`src/rtl/mws_pkg.sv`:
```
package mws_pkg;

   // Bus phases in the order the sequencer walks them
   typedef enum logic [2:0] {
      ST_IDLE    = 3'd0,
      ST_ADDR    = 3'd1,
      ST_AHOLD   = 3'd2,
      ST_SETUP   = 3'd3,
      ST_STROBE  = 3'd4,
      ST_HOLD    = 3'd5,
      ST_RECOVER = 3'd6
   } mws_state_e;

   function automatic int max2(input int a, input int b);
      return (a > b) ? a : b;
   endfunction

endpackage

```
`src/rtl/mws_phase_timer.sv`:
```
module mws_phase_timer #(
   parameter int CNT_W = 4
) (
   input  logic             clk,
   input  logic             rst,
   input  logic             load,
   input  logic [CNT_W-1:0] load_val,
   output logic             zero
);

   logic [CNT_W-1:0] cnt;

   always_ff @(posedge clk) begin
      if (rst)
         cnt <= '0;
      else if (load)
         cnt <= load_val;
      else if (cnt != '0)
         cnt <= cnt - CNT_W'(1);
   end

   assign zero = (cnt == '0);

   // an expired count stays at zero until reloaded, never wraps
   a_r6_timer_no_wrap: assert property (@(posedge clk) disable iff (rst)
      (zero && !load) |=> zero);

endmodule

```
`src/rtl/mws_ctrl.sv`:
```
module mws_ctrl import mws_pkg::*; #(
   parameter int A_W   = 2,
   parameter int S_W   = 2,
   parameter int T_W   = 4,
   parameter int H_W   = 2,
   parameter int R_W   = 4,
   parameter int CNT_W = 4
) (
   input  logic             clk,
   input  logic             rst,
   input  logic             req_valid,
   input  logic             t_zero,
   input  logic [A_W-1:0]   live_addr_len,
   input  logic [S_W-1:0]   lat_setup,
   input  logic [T_W-1:0]   lat_strobe,
   input  logic [H_W-1:0]   lat_hold,
   input  logic [R_W-1:0]   lat_recov,
   output mws_state_e       state,
   output logic             accept,
   output logic             ack,
   output logic             t_load,
   output logic [CNT_W-1:0] t_val
);

   mws_state_e nxt;

   always_comb begin
      nxt    = state;
      accept = 1'b0;
      ack    = 1'b0;
      unique case (state)
         ST_IDLE: begin
            if (req_valid) begin
               accept = 1'b1;
               nxt    = ST_ADDR;
            end
         end
         ST_ADDR:   if (t_zero) nxt = ST_AHOLD;
         ST_AHOLD:  if (t_zero) nxt = ST_SETUP;
         ST_SETUP:  if (t_zero) nxt = ST_STROBE;
         ST_STROBE: if (t_zero) nxt = ST_HOLD;
         ST_HOLD: begin
            if (t_zero) begin
               ack = 1'b1;
               nxt = ST_RECOVER;
            end
         end
         ST_RECOVER: begin
            if (t_zero) begin
               if (req_valid) begin
                  accept = 1'b1;
                  nxt    = ST_ADDR;
               end else begin
                  nxt = ST_IDLE;
               end
            end
         end
         default: nxt = ST_IDLE;
      endcase
   end

   // Load the shared timer with the length of the phase being entered
   always_comb begin
      t_load = (nxt != state);
      unique case (nxt)
         ST_ADDR:    t_val = CNT_W'(live_addr_len);
         ST_SETUP:   t_val = CNT_W'(lat_setup);
         ST_STROBE:  t_val = CNT_W'(lat_strobe);
         ST_HOLD:    t_val = CNT_W'(lat_hold);
         ST_RECOVER: t_val = CNT_W'(lat_recov);
         default:    t_val = '0;
      endcase
   end

   always_ff @(posedge clk) begin
      if (rst)
         state <= ST_IDLE;
      else
         state <= nxt;
   end

   // acknowledge never lasts two cycles
   a_r8_ack_single: assert property (@(posedge clk) disable iff (rst)
      ack |=> !ack);

   // recovery is not cut short by a waiting request
   a_r10_recover_waits: assert property (@(posedge clk) disable iff (rst)
      (state == ST_RECOVER && !t_zero) |=> state == ST_RECOVER);

   // the address hold phase is always a single cycle
   a_r4_ahold_single: assert property (@(posedge clk) disable iff (rst)
      (state == ST_AHOLD) |=> state == ST_SETUP);

endmodule

```
`src/rtl/mws_pins.sv`:
```
module mws_pins import mws_pkg::*; #(
   parameter int ADDR_W = 24,
   parameter int DATA_W = 16,
   parameter int BUS_W  = 24,
   parameter int CS_NUM = 8,
   parameter int CS_W   = 3
) (
   input  logic              clk,
   input  logic              rst,
   input  mws_state_e        state,
   input  logic [ADDR_W-1:0] addr,
   input  logic [DATA_W-1:0] data,
   input  logic [CS_W-1:0]   cs_idx,
   output logic [CS_NUM-1:0] cs_n,
   output logic              ale,
   output logic [BUS_W-1:0]  ad,
   output logic              ad_oe,
   output logic              rnw,
   output logic              ds_n
);

   logic             in_cycle;
   logic             addr_phase;
   logic             data_phase;
   logic [BUS_W-1:0] addr_ext;
   logic [BUS_W-1:0] data_ext;

   assign in_cycle   = state inside {ST_ADDR, ST_AHOLD, ST_SETUP, ST_STROBE, ST_HOLD};
   assign addr_phase = state inside {ST_ADDR, ST_AHOLD};
   assign data_phase = state inside {ST_SETUP, ST_STROBE, ST_HOLD};

   // Zero-extend whichever of address and data is narrower than the bus
   if (BUS_W > ADDR_W) begin : g_addr_pad
      assign addr_ext = {{(BUS_W-ADDR_W){1'b0}}, addr};
   end else begin : g_addr_full
      assign addr_ext = addr;
   end

   if (BUS_W > DATA_W) begin : g_data_pad
      assign data_ext = {{(BUS_W-DATA_W){1'b0}}, data};
   end else begin : g_data_full
      assign data_ext = data;
   end

   always_comb begin
      if (addr_phase)
         ad = addr_ext;
      else if (data_phase)
         ad = data_ext;
      else
         ad = '0;
   end

   assign ale   = (state == ST_ADDR);
   assign ad_oe = in_cycle;
   assign rnw   = !in_cycle;
   assign ds_n  = (state != ST_STROBE);

   for (genvar i = 0; i < CS_NUM; i++) begin : g_cs
      assign cs_n[i] = !(in_cycle && (cs_idx == CS_W'(i)));
   end

   // at most one chip select is driven at a time
   a_r2_one_select: assert property (@(posedge clk) disable iff (rst)
      $onehot0(~cs_n));

   // bus contents do not move while the strobe is low
   a_r6_strobe_data_stable: assert property (@(posedge clk) disable iff (rst)
      (!ds_n && $past(!ds_n)) |-> $stable(ad));

endmodule

```
`src/rtl/mux_wr_seq.sv`:
```
module mux_wr_seq import mws_pkg::*; #(
   parameter int ADDR_W = 24,
   parameter int DATA_W = 16,
   parameter int BUS_W  = (ADDR_W > DATA_W) ? ADDR_W : DATA_W,
   parameter int CS_NUM = 8,
   parameter int CS_W   = $clog2(CS_NUM),
   parameter int A_W    = 2,
   parameter int S_W    = 2,
   parameter int T_W    = 4,
   parameter int H_W    = 2,
   parameter int R_W    = 4
) (
   input  logic              clk,
   input  logic              rst,
   input  logic              req_valid,
   input  logic [ADDR_W-1:0] req_addr,
   input  logic [DATA_W-1:0] req_data,
   input  logic [CS_W-1:0]   req_cs,
   output logic              req_ack,
   input  logic [A_W-1:0]    cfg_addr_len,
   input  logic [S_W-1:0]    cfg_setup_len,
   input  logic [T_W-1:0]    cfg_strobe_len,
   input  logic [H_W-1:0]    cfg_hold_len,
   input  logic [R_W-1:0]    cfg_recov_len,
   output logic [CS_NUM-1:0] bus_cs_n,
   output logic              bus_ale,
   output logic [BUS_W-1:0]  bus_ad,
   output logic              bus_ad_oe,
   output logic              bus_rnw,
   output logic              bus_ds_n
);

   localparam int CNT_W = max2(max2(max2(A_W, S_W), max2(T_W, H_W)), R_W);

   // Elaboration-time parameter checks
   if (ADDR_W < 1 || DATA_W < 1) begin : g_bad_width
      $error("mux_wr_seq: address and data widths must be positive");
   end
   if (BUS_W < ADDR_W || BUS_W < DATA_W) begin : g_bad_bus
      $error("mux_wr_seq: bus narrower than address or data");
   end
   if (CS_NUM < 2 || (1 << CS_W) < CS_NUM) begin : g_bad_cs
      $error("mux_wr_seq: chip-select count or index width invalid");
   end
   if (A_W < 1 || S_W < 1 || T_W < 1 || H_W < 1 || R_W < 1) begin : g_bad_fields
      $error("mux_wr_seq: phase field widths must be positive");
   end

   mws_state_e        state;
   logic              accept;
   logic              t_load;
   logic [CNT_W-1:0]  t_val;
   logic              t_zero;

   logic [ADDR_W-1:0] lat_addr;
   logic [DATA_W-1:0] lat_data;
   logic [CS_W-1:0]   lat_cs;
   logic [S_W-1:0]    lat_setup;
   logic [T_W-1:0]    lat_strobe;
   logic [H_W-1:0]    lat_hold;
   logic [R_W-1:0]    lat_recov;

   // Snapshot of payload and phase settings, taken once per access
   always_ff @(posedge clk) begin
      if (rst) begin
         lat_addr   <= '0;
         lat_data   <= '0;
         lat_cs     <= '0;
         lat_setup  <= '0;
         lat_strobe <= '0;
         lat_hold   <= '0;
         lat_recov  <= '0;
      end else if (accept) begin
         lat_addr   <= req_addr;
         lat_data   <= req_data;
         lat_cs     <= req_cs;
         lat_setup  <= cfg_setup_len;
         lat_strobe <= cfg_strobe_len;
         lat_hold   <= cfg_hold_len;
         lat_recov  <= cfg_recov_len;
      end
   end

   mws_ctrl #(
      .A_W(A_W), .S_W(S_W), .T_W(T_W), .H_W(H_W), .R_W(R_W), .CNT_W(CNT_W)
   ) u_ctrl (
      .clk           (clk),
      .rst           (rst),
      .req_valid     (req_valid),
      .t_zero        (t_zero),
      .live_addr_len (cfg_addr_len),
      .lat_setup     (lat_setup),
      .lat_strobe    (lat_strobe),
      .lat_hold      (lat_hold),
      .lat_recov     (lat_recov),
      .state         (state),
      .accept        (accept),
      .ack           (req_ack),
      .t_load        (t_load),
      .t_val         (t_val)
   );

   mws_phase_timer #(.CNT_W(CNT_W)) u_timer (
      .clk      (clk),
      .rst      (rst),
      .load     (t_load),
      .load_val (t_val),
      .zero     (t_zero)
   );

   mws_pins #(
      .ADDR_W(ADDR_W), .DATA_W(DATA_W), .BUS_W(BUS_W), .CS_NUM(CS_NUM), .CS_W(CS_W)
   ) u_pins (
      .clk    (clk),
      .rst    (rst),
      .state  (state),
      .addr   (lat_addr),
      .data   (lat_data),
      .cs_idx (lat_cs),
      .cs_n   (bus_cs_n),
      .ale    (bus_ale),
      .ad     (bus_ad),
      .ad_oe  (bus_ad_oe),
      .rnw    (bus_rnw),
      .ds_n   (bus_ds_n)
   );

   // latch enable only rises in response to a request
   a_r2_ale_after_req: assert property (@(posedge clk) disable iff (rst)
      $rose(bus_ale) |-> $past(req_valid));

   // address still on the bus in the cycle after latch enable falls
   a_r4_addr_held: assert property (@(posedge clk) disable iff (rst)
      $fell(bus_ale) |-> (bus_ad_oe && bus_ds_n && $stable(bus_ad)));

   // a selected device always sees a write direction and a driven bus
   a_r9_write_dir: assert property (@(posedge clk) disable iff (rst)
      (bus_cs_n != '1) |-> (!bus_rnw && bus_ad_oe));

   // phase settings are frozen while the access is on the bus
   a_r11_cfg_frozen: assert property (@(posedge clk) disable iff (rst)
      ((bus_cs_n != '1) && $past(bus_cs_n != '1))
         |-> ($stable(lat_setup) && $stable(lat_strobe) && $stable(lat_hold) && $stable(lat_recov)));

endmodule

```
`config.mk`:
```
export PLATFORM = sky130hd
export DESIGN_NAME = mux_wr_seq
export DESIGN_NICKNAME = d
export VERILOG_FILES = /design/src/rtl/mws_pkg.sv /design/src/rtl/mws_phase_timer.sv /design/src/rtl/mws_ctrl.sv /design/src/rtl/mws_pins.sv /design/src/rtl/mux_wr_seq.sv
export SDC_FILE = /design/constraint.sdc
export NUM_CORES = 1
export LEC_CHECK = 0
export ABC_AREA = 1
export BUFFER_PORTS_ARGS = -buffer_cell sky130_fd_sc_hd__buf_4
export CAP_MARGIN = 20
export CORE_ASPECT_RATIO = 1.75
export CORE_UTILIZATION = 54
export DETAILED_ROUTE_END_ITERATION = 10
export GPL_TIMING_DRIVEN = 0
export PLACE_DENSITY_LB_ADDON = 0.12
export SYNTH_ARGS = -nofsm -noshare
export SYNTH_HDL_FRONTEND = slang
export SYNTH_SLANG_ARGS = --single-unit
```
`constraint.sdc`:
```
create_clock -name clk -period 3.4 [get_ports clk]
set_clock_uncertainty 0.1 [all_clocks]
set_input_delay 0.51 -clock clk [delete_from_list [all_inputs] [get_ports clk]]
set_output_delay 0.51 -clock clk [all_outputs]
set_load 0.05 [all_outputs]
```
# --- Word-level counts from Yosys, hierarchy flattened ---
# Index checks and enable logic that the tools add are counted.
word_totals:
  out_inout_bits: 37
  word_cells: 74
  in_bits: 60
  ff_bits: 62
classes:
  n_reduce_logical: 25
  n_mux: 19
  n_eq_ne: 20
  n_addsub: 1
ops:
  columns: ["operator", "n"]
  rows:
  - ["3-bit == test (second input constant)", 10]
  - ["24-bit 2-to-1 mux", 1]
  - ["3-bit 2-to-1 mux", 7]
  - ["3-bit one-hot mux with 7 select lines", 1]
  - ["4-bit one-hot mux with 5 select lines", 1]
  - ["16-bit 2-to-1 mux", 1]
  - ["3-bit by 2-bit == test with 1-bit output (second input constant)", 5]
  - ["3-bit by 1-bit == test with 1-bit output (second input constant)", 3]
  - ["1-bit logical NOT", 9]
  - ["1-bit logical AND", 8]
  - ["4-bit 2-to-1 mux", 2]
  - ["3-bit logical NOT", 2]
  - ["1-bit 2-to-1 mux", 5]
  - ["5-bit nonzero test", 1]
  - ["4-bit logical NOT", 1]
  - ["2-bit nonzero test", 2]
  - ["4-bit nonzero test", 1]
  - ["4-bit by 1-bit subtractor with 4-bit output (second input constant)", 1]
  - ["3-bit != test", 1]
  - ["3-bit != test (second input constant)", 1]
  - ["3-bit nonzero test", 1]
  - ["1-bit one-hot mux with 2 select lines", 1]

# --- Logic depth before layout (Yosys ltp) ---
# Gate-level depths: netlist (run 1).
depth:
  depth_word: 6
  mapped_depth: 12
  depth_no_buf: 12

# --- Cells and area by module ---
# From an unflattened synthesis (run 1), not the netlist that was laid out.
hier_totals:
  cells_unflattened: 564
  area_unflattened_um2: 3412.0
modules_own_cells:
  columns: ["mod", "area_per_inst_um2", "n_inst", "cells_per_inst", "seq_area_each_um2"]
  rows:
  - ["mux_wr_seq", 2290.9, 1, 348, 1101.1]
  - ["mws_pins", 456.7, 1, 105, 0.0]
  - ["mws_ctrl", 416.6, 1, 71, 60.1]
  - ["mws_phase_timer", 247.7, 1, 40, 80.1]

# --- Least setup slack after synthesis (run 1) ---
# No wires, ideal clock.
synth_timing:
  path_kind: "reg2out"
  from: "register u_ctrl.state[1]"
  to: "output port bus_cs_n[0]"
  path_slack_ns: -0.151
  path_stages_with_launch: 8
  arrival_ns: 2.941
  path_buffers: 1
  required_time_ns: 2.790
  cell_sequence: "dfxtp_1 -> buf_2 -> inv_1 -> a21oi_1 -> clkinv_1 -> nor2_1 -> clkinv_1 -> nand4_1"
synth_between:
  elab_chain_len: 4
synth_lines:
  columns: ["element", "line", "source"]
  rows:
  - ["start, declared", "mws_ctrl.sv:18", "output mws_state_e state,"]
  - ["start signal, assigned", "mws_ctrl.sv:79", "state <= nxt;"]
  - ["3-bit by 1-bit == test with 1-bit output, or another cell as far along", "mws_pins.sv:28", "assign in_cycle = state inside {ST_ADDR, ST_AHOLD, ST_SETUP, ST_STROBE, ST_HOLD};"]
  - ["5-bit nonzero test *", "mws_pins.sv:28", null]
  - ["net bus_ad_oe", "mux_wr_seq.sv:28", "output logic bus_ad_oe,"]
  - ["1-bit logical AND *", "mws_pins.sv:60", "assign cs_n[i] = !(in_cycle && (cs_idx == CS_W'(i)));"]
  - ["1-bit logical NOT *", "mws_pins.sv:60", null]
  - ["end, declared", "mux_wr_seq.sv:25", "output logic [CS_NUM-1:0] bus_cs_n,"]
# Mark *: on every way through the listed nets, which the timed path passes. The rest lies on a longest branch.

# --- Worst setup path after layout (run 1) ---
layout_timing:
  from: "register u_ctrl.state[0]"
  to: "output port bus_ad[6]"
layout_between:
  elab_chain_len: 4
layout_lines:
  columns: ["element", "line", "source"]
  rows:
  - ["3-bit by 2-bit == test with 1-bit output or 3-bit == test (tied branches)", "mws_pins.sv:30", "assign data_phase = state inside {ST_SETUP, ST_STROBE, ST_HOLD};"]
  - ["3-bit nonzero test", "mws_pins.sv:30", null]
  - ["16-bit 2-to-1 mux", "mws_pins.sv:48", "else if (data_phase)"]
  - ["24-bit 2-to-1 mux *", "mws_pins.sv:46", "if (addr_phase)"]
  - ["end, declared", "mux_wr_seq.sv:27", "output logic [BUS_W-1:0] bus_ad,"]
# Every way passes the cells marked *; elsewhere a longest branch is shown, timed or not.

==> results of run 1 <==
[stage by stage]
stage	hold WS, ns	setup WS (ns)	instance area [um2]
2_1_floorplan	0.3396	0.1699	2838
3_3_place_gp	0.3506	1.046	3618
3_5_place_dp	0.3539	0.9981	3618
4_1_cts	0.2792	0.6328	3775
5_1_grt	0.2837	0.5049	3775
6_report	0.2834	0.6396	3775
[report_power, final]
part	switching (W)	total [W]	internal, W	leakage [nW]
combinational	0.00133	0.00192	0.000593	1.15
clock	0.000284	0.000541	0.000258	0.0752
sequential	0.000120	0.00108	0.000962	0.513
[cells by family (layout without fill, tap and decap cells)]
logic type               count (synthesis)  after routing  synth area share, %
AND/OR/NAND/NOR                        179            179                27.35
AO/OA/AOI/OAI                           88             88                19.89
XOR/XNOR                                 1              1               0.3088
flip-flops                              62             62                43.76
buffers and inverters                   58            168                8.248
adder cells (fa/ha/maj)                  1              1               0.4410
[worst min-delay path, cell delays in order]
cell,delay (ns)
buf_4,0.07
nor2_1,0.03
nor2_1,0.08
[metal layers]
layer,global-route usage [%],vias up
met3,8.212,20
met1,28.60,1378
met2,54.58,67
met4,11.82,0
li1,-,1487
met5,0,-
[worst min-delay path by stage]
stage,slack (ns),startpoint,endpoint
floorplan,0.34,lat_recov[2],lat_recov[2]
CTS,0.28,req_addr[9],lat_addr[9]
global placement,0.35,lat_addr[20],lat_addr[20]
global route,0.28,req_data[7],lat_data[7]
detailed placement,0.35,lat_addr[23],lat_addr[23]
finish,0.28,req_data[5],lat_data[5]
[cells in the mapped netlist (all sizes together)]
library cell  instances
inv                  34
nand2                33
o21ai                46
xnor2                 1
a21oi                 7
ha                    1
nor2                120
a22o                 16
nand4                 9
clkbuf               18
clkinv                2
nand3                17
o22ai                 2
buf                   4
a211oi               15
o21bai                2
dfxtp                62
[flip-flops by register name (all words and copies together) (netlist names)]
| name | count |
|---|---|
| lat_addr | 24 |
| u_timer.cnt | 4 |
| lat_hold | 2 |
| lat_strobe | 4 |
| lat_cs | 3 |
| u_ctrl.state | 3 |
| lat_data | 16 |
| lat_recov | 4 |
| lat_setup | 2 |
[layout make-up]
class | count | area [um2]
Buffer | 22 | 98.84
Clock buffer | 11 | 131.4
Clock inverter | 4 | 25.02
Fill cell | 426 | 1245
Inverter | 36 | 136.4
Multi-Input combinational cell | 269 | 1361
Sequential cell | 62 | 1241
Tap cell | 54 | 67.56
Timing Repair Buffer | 95 | 713.2
==> flow_metrics.env, run 1 <==
export IMPL_hold_buffers=0
export IMPL_htree_levels=3
export IMPL_reg2reg_slack_ns=1.29
export IMPL_utilization_pct=75.20
export IMPL_clk_pin_slew_ns=0.07
export IMPL_tightest_slew_ns=0.5138
export IMPL_maxCapViolCount=0
export IMPL_worst_path_buf_inv=4
export IMPL_drv_slew=0
export IMPL_met1_length_mm=2.854
export IMPL_holdCritPathClass="input pin to flop"
export IMPL_antenna_found_initial=0
export IMPL_io_pin_count=97
export IMPL_insertion_delay_ns=0.34
export IMPL_viasPerCell=5.338
export IMPL_status="complete, but fails checks"
export IMPL_grt_start_max_net_pins=11
export IMPL_dp_cells=538
export IMPL_grt_ovfl_total=0
export IMPL_r2r_end="u_timer.cnt[1]"
export IMPL_port_buffers=95
export IMPL_p_per_area_nw_per_um2=939.2
export IMPL_yosysWarnings=0
export IMPL_syn_nets=450
export IMPL_cts_tree="done"
export IMPL_synth_area_top_cells="dfxtp_1 44%, nor2_1 15%, o21ai_0 7.2%"
export IMPL_synth_cell_types=27
export IMPL_slew_headroom_pct=65.39
export IMPL_drive_above_1_share_pct=26.25
export IMPL_crit_type="flop to output port"
export IMPL_drtPass1Iterations=7
export IMPL_highest_layer="met4"
export IMPL_final_cell_mix="115 x nor2_1, 95 x buf_4, 62 x dfxtp_1, 41 x o21ai_0, 31 x inv_1"
export IMPL_crit_path_end="bus_ad[6]"
export IMPL_hold_depth=3
export IMPL_core_area_um2=5020
export IMPL_yosysSeqAreaShare_pct=43.76
export IMPL_final_common_cell="nor2_1"
export IMPL_fp_dieW_um=56.79
export IMPL_grt_pass1_wl_mm=12.47
export IMPL_path_max_fanout=10
export IMPL_place_gp_congestion=0.9202
export IMPL_total_power_w=0.003545
export IMPL_vias=2952
export IMPL_area_delta_synth_final_pct=33.08
export IMPL_drc=9
export IMPL_endpoint_kind="output port"
export IMPL_wl_met2_mm=4.158
export IMPL_cts_max_path_buffers=2
export IMPL_rsz0062_at_grt="false"
export IMPL_rows=34
export IMPL_num_antenna_cells=0
export IMPL_hold_viol=0
export IMPL_dp_hpwl_mm=5.572
export IMPL_synth_top_cell_area_share_pct=43.76
export IMPL_ctsResizeCount=0
export IMPL_netlist_area_um2=2836
export IMPL_synth_top_area_cell="dfxtp_1"
export IMPL_cp_top_family="buffers and inverters"
export IMPL_setup_violations=0
export IMPL_final_min_clock_period_ns=2.760
export IMPL_setup_tns_final_ns=0
export IMPL_crit_arrival_ns=2.15
export IMPL_r2r_start="u_timer.cnt[0]"
export IMPL_slowest_stage="clkbuf_1"
export IMPL_worstPathCellList="buf_6 > inv_1 > nand3_1 > nand2_1 > clkbuf_1 > a22o_1 > buf_4"
export IMPL_met3_length_um=377
export IMPL_syn_avg_cell_area_um2=7.292
export IMPL_max_stage_delay_ns=0.38
export IMPL_ir_drop_mv=0.5560
export IMPL_reg2reg_depth=12
export IMPL_nNetsFinal=556
export IMPL_p_leak_nw=1.742
export IMPL_ant_nets=0
export IMPL_period_share_pct=81.19
export IMPL_final_cells=553
export IMPL_root_buffer="clkbuf_8"
export IMPL_avgRoutedWirePerCell_um=13.67
export IMPL_grt_pass1_vias=2972
export IMPL_die_h_um=97.88
export IMPL_cts_made_buffers=9
export IMPL_startpoint_type="flop"
export IMPL_initial_core_util_pct=56.51
export IMPL_clkSinkCount=62
export IMPL_grt_usage_pct=28.88
export IMPL_synth_seq_cells=62
export IMPL_cp_depth=7
export IMPL_drt_initial_drc_count=139
export IMPL_cp_startpoint="u_ctrl.state[0]"
export IMPL_wirelength_mm=7.557
export IMPL_max_freq_mhz=362.3
export IMPL_postSynthCellCount=389
export IMPL_die_area_um2=5558
export IMPL_postCtsSetupBuffers=0
export IMPL_violations="design-rule violations"
export IMPL_cp_required_ns=2.79
No activity file was read; power rests on OpenSTA's default activity.
==> inputs of run 2 (changes only) <==
Settings changed: CORE_UTILIZATION 54 to 50.
Clock period 3.4 ns to 2.81 ns, I/O delays scaled along.
==> run 2 against run 1 <==
Net effect:
- the flow now finishes without violations
- sequential power grew 21%
- worst hold slack lost 0.083 ns
- die area grew 7.8%
- clock power grew 46%
- sequential share of layout area shrank 0.62 points
- register-to-register slack lost 0.57 ns
- worst setup slack lost 0.51 ns
- total power grew 25%
- first-iteration DRC count shrank 7.2%
- final cell count grew 3.8%
- largest cell class unchanged
==> flow_metrics.env, run 2 (synthesis results as in run 1) <==
export IMPL_drv_slew=0
export IMPL_num_fill_cells=489
export IMPL_final_common_cell="nor2_1"
export IMPL_grt_pass1_vias=2911
export IMPL_placed_cell_area_um2=3646
export IMPL_startpoint_type="flop"
export IMPL_largest_register_ffs=24
export IMPL_area_delta_synth_final_pct=35.64
export IMPL_ant_nets=0
export IMPL_regMostFlops="lat_addr"
export IMPL_r2r_start="u_timer.cnt[0]"
export IMPL_endpoint_kind="output port"
export IMPL_seqPwrFrac_pct=29.6
export IMPL_hold_viol=0
export IMPL_cp_required_ns=2.29
export IMPL_antenna_found_initial=0
export IMPL_io_pin_count=97
export IMPL_slew_headroom_pct=61.71
export IMPL_hold_slack_ns=0.2004
export IMPL_grt_pass1_wl_mm=12.23
export IMPL_drc=0
export IMPL_final_cell_mix="114 x nor2_1, 95 x buf_4, 62 x dfxtp_1, 41 x o21ai_0, 31 x inv_1"
export IMPL_drive_above_1_share_pct=27.00
export IMPL_port_buffers=95
export IMPL_period_share_pct=95.32
export IMPL_clkSinkCount=62
export IMPL_p_per_area_nw_per_um2=1152
export IMPL_final_area_um2=3847
export IMPL_dp_hpwl_mm=5.585
export IMPL_avgRoutedWirePerCell_um=12.99
export IMPL_hold_end="lat_data[5]"
export IMPL_status="finished clean"
export IMPL_path_max_fanout=10
export IMPL_num_antenna_cells=0
export IMPL_cts_max_path_buffers=2
export IMPL_die_area_um2=5990
export IMPL_r2r_end="u_timer.cnt[0]"
export IMPL_grt_usage_pct=27.04
export IMPL_root_buffer="clkbuf_8"
export IMPL_setup_tns_final_ns=0
export IMPL_place_ws_ns=0.4542
export IMPL_crit_arrival_ns=2.16
export IMPL_rows=35
export IMPL_viasPerCell=5.080
export IMPL_clkPwrFrac_pct=17.9
export IMPL_htree_levels=3
export IMPL_holdCritPathClass="input pin to flop"
export IMPL_place_gp_congestion=0.9253
export IMPL_p_leak_nw=1.777
export IMPL_setup_violations=0
export IMPL_reg2reg_slack_ns=0.72
export IMPL_crit_type="flop to output port"
export IMPL_rsz0062_at_grt="false"
export IMPL_tightest_slew_ns=0.5684
export IMPL_drt_initial_drc_count=129
export IMPL_drtPass1Iterations=4
export IMPL_cts_made_buffers=9
export IMPL_cts_tree="done"
export IMPL_combPwrFrac_pct=52.5
export IMPL_setup_ws_ns=0.1314
export IMPL_vias=2916
export IMPL_multi_input_area_um2=1364
export IMPL_net_switching_power_w=0.002090
export IMPL_nNetsFinal=556
export IMPL_wirelength_mm=7.458
export IMPL_core_area_um2=5343
export IMPL_grt_ovfl_total=0
export IMPL_fp_dieW_um=58.94
export IMPL_die_h_um=101.6
export IMPL_internal_power_w=0.002341
export IMPL_initial_core_util_pct=53.09
export IMPL_clk_pin_slew_ns=0.07
export IMPL_top_regs="lat_addr (24), lat_data (16)"
export IMPL_insertion_delay_ns=0.34
export IMPL_hold_depth=3
export IMPL_ir_drop_mv=0.7446
export IMPL_grt_start_max_net_pins=11
export IMPL_maxCapViolCount=0
export IMPL_regArea_um2=1241
export IMPL_postCtsSetupBuffers=0
export IMPL_switching_share_pct=47.17
export IMPL_reg2reg_depth=12
export IMPL_final_min_clock_period_ns=2.679
export IMPL_max_freq_mhz=373.3
export IMPL_hold_buffers=0
export IMPL_worstHoldStart="req_data[5]"
-- run 2: changes by cell type in the layout (fill, tap and decap cells not counted), sizes merged --
cell and delta:
clkinvlp -2, bufinv +1, clkbuf +1, clkinv +1
-- run 2: power groups by stage --
stage	clock network (W)	registers, W	logic (W)
after floorplan	0	0.00127	0.00173
after global placement	0	0.00131	0.00228
after detailed placement	0	0.00132	0.00232
after CTS	0.000802	0.00131	0.00233
after global routing	0.000844	0.00134	0.00254
final	0.000792	0.00131	0.00233
-- run 2: stage by stage --
stage | utilization [%] | instances | total power [W]
final | 72.01 | 574 | 0.004431
after CTS | 71.99 | 574 | 0.004442
after detailed placement | 68.24 | 558 | 0.003642
after global routing | 72.01 | 574 | 0.004733
after global placement | 68.24 | 558 | 0.003599
after floorplan | - | 389 | 0.003009
-- run 2: critical path, cell delays in order, from the launching register on --
cell      delay [ns]
dfxtp_1         0.32
buf_2           0.19
inv_1           0.11
a21oi_1         0.17
clkinv_1        0.29
clkbuf_1        0.31
a22o_1          0.24
buf_4           0.19
-- run 2: timing repair --
action	in CTS	in global routing
resized for setup	0	2
endpoints found under the setup margin	0	10
endpoints found under the hold margin	0	0
-- run 2: area by class of cell --
class / instances / area share (%)
Multi-Input combinational cell: 269 / 35.45
Tap cell: 74 / 2.407
Inverter: 36 / 3.545
Buffer: 22 / 2.602
Sequential cell: 62 / 32.26
Clock inverter: 4 / 1.171
Timing Repair Buffer: 95 / 18.54
Clock buffer: 12 / 4.033
-- run 2: layer usage --
layer	wire (um)	up-vias	global-route usage, %	part of all wire, %
li1	-	1490	-	-
met1	2825	1320	27.82	38
met2	4024	89	49.13	54
met3	406	17	6.003	5.4
met4	202	0	14.65	2.7
met5	0	-	0	0
-- run 2: worst max path at each step --
stage | start | to | slack [ns]
after detailed placement | u_ctrl.state[0] | bus_ad[15] | 0.45
after floorplan | u_ctrl.state[1] | bus_cs_n[0] | 0.03
after global placement | u_ctrl.state[0] | bus_ad[15] | 0.49
final | u_ctrl.state[1] | bus_ad[7] | 0.13
after global routing | u_ctrl.state[1] | bus_ad[13] | 0.003
after CTS | u_ctrl.state[0] | bus_ad[7] | 0.07
